**src/rtl/fecc_pkg.sv**
```systemverilog
package fecc_pkg;

    localparam int STAT_W    = 13;
    localparam int CMD_LSB   = 7;
    localparam int BANK0_LSB = 9;
    localparam int BANK1_LSB = 11;
    localparam int NBANK     = 2;

    typedef enum logic [1:0] {
        SEV_NONE = 2'b00,
        SEV_SEC  = 2'b01,
        SEV_DED  = 2'b10
    } sev_e;

    typedef enum logic [1:0] {
        RPT_OFF = 2'b00,
        RPT_IRQ = 2'b01,
        RPT_EXC = 2'b10
    } rpt_e;

    // combine two severity codes: double-bit dominates single-bit
    function automatic logic [1:0] sev_merge(input logic [1:0] a, input logic [1:0] b);
        logic [1:0] r;
        if (a == SEV_DED || b == SEV_DED)
            r = SEV_DED;
        else if (a == SEV_SEC || b == SEV_SEC)
            r = SEV_SEC;
        else
            r = SEV_NONE;
        return r;
    endfunction

endpackage

```
**src/rtl/fecc_bank_field.sv**
```systemverilog
module fecc_bank_field
    import fecc_pkg::*;
(
    input  logic       clk,
    input  logic       rst_n,
    input  logic       set_vld,
    input  logic [1:0] set_sev,
    input  logic [1:0] clr_mask,
    output logic [1:0] field
);

    logic [1:0] field_d, field_q;

    always_comb begin
        field_d = field_q & ~clr_mask;
        if (set_vld)
            field_d = sev_merge(field_d, set_sev);
    end

    always_ff @(posedge clk or negedge rst_n) begin
        if (!rst_n)
            field_q <= SEV_NONE;
        else
            field_q <= field_d;
    end

    assign field = field_q;

    AST_FIELD_LEGAL: assert property (@(posedge clk) disable iff (!rst_n)
        field_q != 2'b11);

    AST_DED_STICKY: assert property (@(posedge clk) disable iff (!rst_n)
        (field_q == SEV_DED && !clr_mask[1]) |=> field_q == SEV_DED);

endmodule

```
**src/rtl/fecc_sig_track.sv**
```systemverilog
module fecc_sig_track
    import fecc_pkg::*;
(
    input  logic       clk,
    input  logic       rst_n,
    input  logic       err_vld,
    input  logic [1:0] err_sev,
    input  logic       cmd_done,
    input  logic [1:0] clr_mask,
    output logic [1:0] cmd_field
);

    typedef struct packed {
        logic [1:0] pend;
        logic [1:0] field;
    } sig_st_t;

    sig_st_t st_d, st_q;
    logic [1:0] merged;

    always_comb begin
        merged     = sev_merge(st_q.pend, err_vld ? err_sev : SEV_NONE);
        st_d.field = st_q.field & ~clr_mask;
        st_d.pend  = merged;
        if (cmd_done) begin
            st_d.field = sev_merge(st_d.field, merged);
            st_d.pend  = SEV_NONE;
        end
    end

    always_ff @(posedge clk or negedge rst_n) begin
        if (!rst_n)
            st_q <= '0;
        else
            st_q <= st_d;
    end

    assign cmd_field = st_q.field;

    AST_SIG_WAIT_DONE: assert property (@(posedge clk) disable iff (!rst_n)
        !cmd_done |=> (st_q.field & ~$past(st_q.field)) == 2'b00);

    AST_SIG_FIELD_LEGAL: assert property (@(posedge clk) disable iff (!rst_n)
        st_q.field != 2'b11);

endmodule

```
**src/rtl/fecc_report.sv**
```systemverilog
module fecc_report
    import fecc_pkg::*;
#(
    parameter int ADDR_W = 18
) (
    input  logic              clk,
    input  logic              rst_n,
    input  logic              rd_vld,
    input  logic              rd_bank,
    input  logic [ADDR_W-1:0] rd_addr,
    input  logic              rd_sec,
    input  logic              rd_ded,
    input  logic              rd_in_sig,
    input  logic              cmd_done,
    input  logic [3:0]        cfg_mode,
    input  logic              clr_wr,
    input  logic [12:0]       clr_bits,
    output logic [12:0]       status,
    output logic              irq,
    output logic              bus_err,
    output logic [ADDR_W-1:0] err_addr,
    output logic              err_bank,
    output logic [ADDR_W-1:0] fault_addr
);

    typedef struct packed {
        logic              int_pend;
        logic              err_bank;
        logic [ADDR_W-1:0] err_addr;
        logic              bus_err;
        logic [ADDR_W-1:0] fault_addr;
    } rep_st_t;

    rep_st_t st_d, st_q;

    logic [1:0]  rd_sev;
    logic [1:0]  sel_mode;
    logic        norm_err, sig_err;
    logic        rpt_int, rpt_exc, rec_vld;
    logic [1:0]  bank_field [NBANK];
    logic [1:0]  bank_clr   [NBANK];
    logic [1:0]  cmd_clr;
    logic [1:0]  cmd_field;
    logic        fields_clear_next;
    logic        unused_low_bits;

    // classify the incoming read
    always_comb begin
        rd_sev   = rd_ded ? SEV_DED : (rd_sec ? SEV_SEC : SEV_NONE);
        sel_mode = (rd_sev == SEV_DED) ? cfg_mode[3:2] : cfg_mode[1:0];
        norm_err = rd_vld && !rd_in_sig && (rd_sev != SEV_NONE);
        sig_err  = rd_vld &&  rd_in_sig && (rd_sev != SEV_NONE);
        rpt_int  = norm_err && (sel_mode == RPT_IRQ);
        rpt_exc  = norm_err && (sel_mode == RPT_EXC);
        rec_vld  = rpt_int || rpt_exc;
    end

    assign cmd_clr         = clr_wr ? clr_bits[CMD_LSB+1:CMD_LSB] : 2'b00;
    assign unused_low_bits = ^clr_bits[CMD_LSB-1:0];

    for (genvar b = 0; b < NBANK; b++) begin : g_bank
        localparam int LSB = (b == 0) ? BANK0_LSB : BANK1_LSB;
        assign bank_clr[b] = clr_wr ? clr_bits[LSB+1:LSB] : 2'b00;
        fecc_bank_field u_field (
            .clk      (clk),
            .rst_n    (rst_n),
            .set_vld  (rec_vld && (rd_bank == b[0])),
            .set_sev  (rd_sev),
            .clr_mask (bank_clr[b]),
            .field    (bank_field[b])
        );
    end

    fecc_sig_track u_sig (
        .clk       (clk),
        .rst_n     (rst_n),
        .err_vld   (sig_err),
        .err_sev   (rd_sev),
        .cmd_done  (cmd_done),
        .clr_mask  (cmd_clr),
        .cmd_field (cmd_field)
    );

    always_comb begin
        fields_clear_next = !rec_vld
                         && ((bank_field[0] & ~bank_clr[0]) == 2'b00)
                         && ((bank_field[1] & ~bank_clr[1]) == 2'b00);
        st_d         = st_q;
        st_d.bus_err = rpt_exc;
        if (rpt_exc)
            st_d.fault_addr = rd_addr;
        if (rpt_int) begin
            st_d.int_pend = 1'b1;
            if (!st_q.int_pend) begin
                st_d.err_addr = rd_addr;
                st_d.err_bank = rd_bank;
            end
        end else if (st_q.int_pend && fields_clear_next) begin
            st_d.int_pend = 1'b0;
        end
    end

    always_ff @(posedge clk or negedge rst_n) begin
        if (!rst_n)
            st_q <= '0;
        else
            st_q <= st_d;
    end

    assign status     = {bank_field[1], bank_field[0], cmd_field, 7'b0};
    assign irq        = st_q.int_pend;
    assign bus_err    = st_q.bus_err;
    assign err_addr   = st_q.err_addr;
    assign err_bank   = st_q.err_bank;
    assign fault_addr = st_q.fault_addr;

    AST_ADDR_HELD: assert property (@(posedge clk) disable iff (!rst_n)
        irq |=> (!irq || ($stable(err_addr) && $stable(err_bank))));

    AST_BUS_ERR_SOURCE: assert property (@(posedge clk) disable iff (!rst_n)
        !(rd_vld && !rd_in_sig) |=> !bus_err);

    AST_SIG_NO_FAULT: assert property (@(posedge clk) disable iff (!rst_n)
        (rd_vld && rd_in_sig) |=> (!bus_err && $stable(fault_addr)));

    AST_OFF_NO_FLAGS: assert property (@(posedge clk) disable iff (!rst_n)
        (cfg_mode == 4'h0 && !clr_wr) |=> $stable(status[12:9]));

endmodule

```
**config.mk**
```make
export PLATFORM = sky130hd
export DESIGN_NAME = fecc_report
export DESIGN_NICKNAME = d
export VERILOG_FILES = /design/src/rtl/fecc_pkg.sv /design/src/rtl/fecc_bank_field.sv /design/src/rtl/fecc_sig_track.sv /design/src/rtl/fecc_report.sv
export SDC_FILE = /design/constraint.sdc
export NUM_CORES = 1
export LEC_CHECK = 0
export ABC_AREA = 1
export ABC_CLOCK_PERIOD_IN_PS = 1000
export BUFFER_PORTS_ARGS = -buffer_cell sky130_fd_sc_hd__buf_2
export CAP_MARGIN = 10
export CORE_MARGIN = 1
export CORE_UTILIZATION = 43
export CTS_CLUSTER_DIAMETER = 30
export DETAILED_ROUTE_END_ITERATION = 6
export PLACE_DENSITY = 0.84
export SLEW_MARGIN = 5
export SYNTH_ARGS = -nofsm -noshare
export SYNTH_HDL_FRONTEND = slang
export SYNTH_SLANG_ARGS = --single-unit
```
**constraint.sdc**
```tcl
create_clock -name clk -period 1 [get_ports clk]
set_input_delay 0.3 -clock clk [delete_from_list [all_inputs] [get_ports clk]]
set_output_delay 0.3 -clock clk [all_outputs]
set_load 0.02 [all_outputs]
```
# Word level (Yosys, flattened, before mapping)
# Cells that the tools add are included.
[classes] eq_ne=16 n_mux=20 bitwise=8 reduce_logical=27
[op_table] op="$mux 2" n=12
[op_table] op="$eq 2x1->1 const B" n=8
[op_table] op="$eq 2x2->1 const B" n=8
[op_table] op="$logic_and 1x1->1" n=11
[op_table] op="$logic_or 1x1->1" n=9
[op_table] op="$mux 1" n=7
[op_table] op="$and 2x2->2" n=3
[op_table] op="$not 2->2" n=3
[op_table] op="$logic_not 2->1" n=2
[op_table] op="$mux 4" n=1
[op_table] op="$reduce_bool 2->1" n=2
[op_table] op="$logic_not 1->1" n=2
[op_table] op="$not 1->1" n=2
[op_table] op="$reduce_and 2->1" n=1
[totals] register_bits=47 out_inout_bits=52

# Longest topological paths before layout
[logic_depth] ltp_word=14 depth_mapped=10 depth_no_buf=8

# Modules after synthesis
# Synthesis repeated with hierarchy kept, for this count alone.
[hier_totals] cells_unflattened=302 area_unflattened_um2=2357.3
[modules_own_cells] module="fecc_report" instances=1 cells_each=226 area_each_um2=1856.8 seq_area_each_um2=975.9
[modules_own_cells] module="fecc_bank_field" instances=2 cells_each=20 area_each_um2=131.4 seq_area_each_um2=50.0
[modules_own_cells] module="fecc_sig_track" instances=1 cells_each=36 area_each_um2=237.7 seq_area_each_um2=100.1

# Worst setup path before layout
# OpenSTA, ideal clock, no wires.
[synth_path] kind="in2reg" startpoint="input rd_ded" endpoint="register st_q, in the netlist err_addr[6]" setup_time_ns=0.117 arrival_ns=1.087 path_slack_ns=-0.205 cell_stages=9 n_path_buf=3 cell_sequence="buf_6 -> inv_6 -> nand2_1 -> nand2_2 -> nand4_4 -> buf_6 -> buf_6 -> nand2_2 -> o21ai_2"
[synth_via] elab_chain_len=6 elab_cells_between_ends=8
[synth_rtl] item="start: declaration" line="fecc_report.sv:12" rtl="input logic rd_ded,"
[synth_rtl] item="$mux 2 *" line="fecc_report.sv:49" rtl="rd_sev = rd_ded ? SEV_DED : (rd_sec ? SEV_SEC : SEV_NONE);"
[synth_rtl] item="$eq 2x2->1" line="fecc_report.sv:50" rtl="sel_mode = (rd_sev == SEV_DED) ? cfg_mode[3:2] : cfg_mode[1:0];"
[synth_rtl] item="$mux 2" line="fecc_report.sv:50"
[synth_rtl] item="$eq 2x1->1" line="fecc_report.sv:53" rtl="rpt_int = norm_err && (sel_mode == RPT_IRQ);"
[synth_rtl] item="$logic_and 1x1->1 *" line="fecc_report.sv:53"
[synth_rtl] item="$reduce_and 2->1 (no line) *"
[synth_rtl] item="end signal: assignment" line="fecc_report.sv:107" rtl="st_q <= st_d;"
[synth_rtl] item="end: declaration" line="fecc_report.sv:34" rtl="rep_st_t st_d, st_q;"
# Every way passes the cells marked *; elsewhere a longest branch is shown, timed or not.
# A chain may end at the register's enable or synchronous reset.

# Worst setup path after layout
[layout_path] startpoint="register st_q, in the netlist irq" endpoint="output irq"
[layout_lines] item="end: declaration" line="fecc_report.sv:19" rtl="output logic irq,"
# No word-level cell between the ends.

==> reports/qor_table.md <==
| Item | This run |
|:---|:---|
| Critical path class | register to output pin |
| Number of buffers created by CTS | 5 |
| Number of distinct standard cells referenced by the synthesized netlist | 24 |
| Share of the synthesized area in the top cell type | 0.526 |
| Maximum capacitance violations | 0 |
| Ant diodes | 0 |
| Layout-stage area growth over the synthesis result | 69.1% |
| Failing checks | negative setup slack |
| Worst Path Arrival | 0.93 ns |
| Met1 layer wirelength in the final routing | 2490 um |
| Leak | 2.05 nW |
| All-Layer GR Usage | 0.207 |
| Placer Congestion | 0.810 |
| TritonCTS clock tree | yes |
| Sequential area share after synthesis | 0.526 |
| Count of flip-flops with a built-in enable after synthesis | 0 |
| GRT Residual Overflow | 0 |
| Clock-pin slew on the worst setup and hold paths | 0.08 ns |
| Average detailed-routed wire length per instance | 14.4 um |
| Most Frequent Cell on Critical Path | sky130_fd_sc_hd__buf_6 |
| Worst hold path class | input pin to register |
| Instance count of the mapped netlist | 242 |
| Placed Area | 2750 sq um |
| Most frequent cells in the layout | sky130_fd_sc_hd__dfrtp_1 (47), sky130_fd_sc_hd__buf_6 (47), sky130_fd_sc_hd__buf_4 (40) |
| Top layer used by detailed routing | met4 |
| Vias | 2080 |
| Dominant synthesized flop cell | sky130_fd_sc_hd__dfrtp_1 |
| Die area | 5490 sq um |
| Largest buffer count on any clock path | 2 |
| DRC viols | 0 |
| Number of buffers added on ports | 81 |
| Final count of pins violating max slew | 0 |
| Maximum operating frequency | 811 MHz |
| Detail-routed via count per cell | 4.73 |
| Drt initial violations | 52 |
| Die span in y | 74.1 um |
| Setup TNS Final | -10.42 ns |
| Crit path max fanout | 2 |
| Pin count of the biggest net entering global routing | 48 |
| Finish-stage setup viols | 78 |
| Result of the run | finished with violations |
| Final worst-path cycle share | 1.23 |
| Number of nets in the finished design | 416 |
| Std-Cell Core Area | 4850 sq um |
| Syn Area/Cell | 9.24 sq um |
| Clock sink total | 47 |
| Req. time, crit path | 0.70 ns |
| Number of global-route vias before repair | 1885 |
| Number of antenna violations at the first check in global routing | 0 |
| Fin worst setup slack | -0.234 ns |
| Design Area, Final | 3780 sq um |
| Tmin final | 1.23 ns |
| Clock latency of the later-clocked register in the worst-skew pair | 0.30 ns |
| Final hold viol count | 0 |
| Post-route antenna net violation count | 0 |
| Flip-flop and latch count after synthesis | 47 |
| Maximum vdd ir drop | 1.31 mV |
| Routed wire length | 6320 um |
| Type of element capturing the critical path | output pin |
| Estimated wirelength of the detail-placed design | 3460 um |
| CP startpoint kind | register |
| RSZ-0062 raised after global routing | true |
| Starting density of the core | 0.461 |
| Total power divided by cell area | 1940 nW/um^2 |
| Share of async-settable or async-resettable flops after synthesis | 1.00 |
| Die X | 74.1 um |
| Delay contributed by the slowest stage of the critical path | 0.40 ns |
| Number of I/O pins | 96 |
| Main area contributors after synthesis | sky130_fd_sc_hd__dfrtp_1 (53%), sky130_fd_sc_hd__nand2_1 (9.2%), sky130_fd_sc_hd__nand2_2 (6.7%) |
| Cell type with the highest aggregate area in the netlist | sky130_fd_sc_hd__dfrtp_1 |
| Final setup skew | 0.00722 ns |
| WL met3 | 303 um |
| Cell chosen for the clock root | sky130_fd_sc_hd__clkbuf_8 |
| Worst path slowest cell | sky130_fd_sc_hd__dfrtp_1 |
| Fraction of final layout cells sized beyond drive strength 1 | 0.584 |
| Number of H-tree levels | 2 |
| Detailed-routing iteration count for the pre-antenna-repair pass | 4 |
| Total met2 wirelength after detailed routing | 3420 um |
| CP Buf/Inv Count | 2 |
| Cells traversed along the worst timing path | buf_6 > buf_6 |
| Row count | 25 |
| Total standard cell area after synthesis | 2240 sq um |
| Number of warnings reported in the yosys synthesis log | 0 |
| Global-route wire length before repair | 8560 um |
| Largest delay contributor family on the critical path | flip-flops |
## stage by stage
step	setup slack [ns]	util	hold slack, ns	instances	total power, W
2_1_floorplan	-0.178	-	0.00441	248	0.00371
3_3_place_gp	-0.339	0.567	0.300	393	0.00430
3_5_place_dp	-0.382	0.567	0.300	393	0.00436
4_1_cts	-0.244	0.693	0.218	424	0.00688
5_1_grt	-0.275	0.780	0.229	440	0.00766
6_report	-0.234	0.780	0.220	440	0.00733
## timing repair
item,4_1_cts,5_1_grt
setup buffers,22,10
gates cloned,0,6
hold buffers,1,0
resized for setup,101,60
endpoints found under the hold margin,47,0
pin swaps,0,10
setup endpoints to repair,86,90
## logic make-up after synthesis
logic type,Yosys count,synth area share
AOI/OAI and AO/OA,45,0.121
buffers and inverters,51,0.129
DFF,47,0.526
other,1,0.00168
and+or+nand+nor,98,0.223
## worst paths after layout
| kind | start | endpoint | slack (ns) | cells after the start |
|---|---|---|---|---|
| min in group asynchronous | rst_n | err_addr[14] | 0.53 | 3 |
| max in group asynchronous | rst_n | fault_addr[17] | 0.26 | 3 |
| worst min-delay path | cmd_done | u_sig.st_q[2] | 0.22 | 2 |
| worst min register to register | err_addr[4] | err_addr[4] | 0.52 | 2 |
| worst max register to register | irq | err_addr[14] | -0.21 | 6 |
| worst max-delay path | irq | irq | -0.23 | 2 |
## state kept, by name, indices dropped and copies added, names as in the netlist
signal                cells
bus_err                   1
err_addr                 18
irq                       1
g_bank.u_field.field      4
err_bank                  1
u_sig.cmd_field           2
fault_addr               18
u_sig.st_q                2
## area by class of cell
cell class | instances | area (sq um)
flip-flops and latches | 47 | 1180
repair buffers | 135 | 1310
clock inverters | 2 | 60.1
multi-input cells | 150 | 947
well taps | 67 | 83.8
clock buffers | 6 | 72.6
fillers | 314 | 1070
inverters | 33 | 136
## synth_stat cells (3+ instances only)
| cell | count |
|---|---|
| sky130_fd_sc_hd__buf_4 | 9 |
| sky130_fd_sc_hd__buf_6 | 5 |
| sky130_fd_sc_hd__clkbuf_2 | 3 |
| sky130_fd_sc_hd__dfrtp_1 | 47 |
| sky130_fd_sc_hd__inv_1 | 32 |
| sky130_fd_sc_hd__nand2_1 | 55 |
| sky130_fd_sc_hd__nand2_2 | 24 |
| sky130_fd_sc_hd__nand3_1 | 8 |
| sky130_fd_sc_hd__nor2_1 | 4 |
| sky130_fd_sc_hd__o21ai_0 | 19 |
| sky130_fd_sc_hd__o21ai_1 | 11 |
| sky130_fd_sc_hd__o21ai_2 | 11 |
## where the power goes
| part | switching (W) | internal (W) |
|---|---|---|
| clock | 0.000647 | 0.00100 |
| sequential | 0.000363 | 0.00230 |
| combinational | 0.00139 | 0.00163 |
## per-layer routing
metal,GRT usage,vias to the layer above
li1,-,998
met1,0.257,983
met2,0.356,81
met3,0.0501,18
met4,0.0684,0
met5,0,-
(Power assumes the default switching activity.)
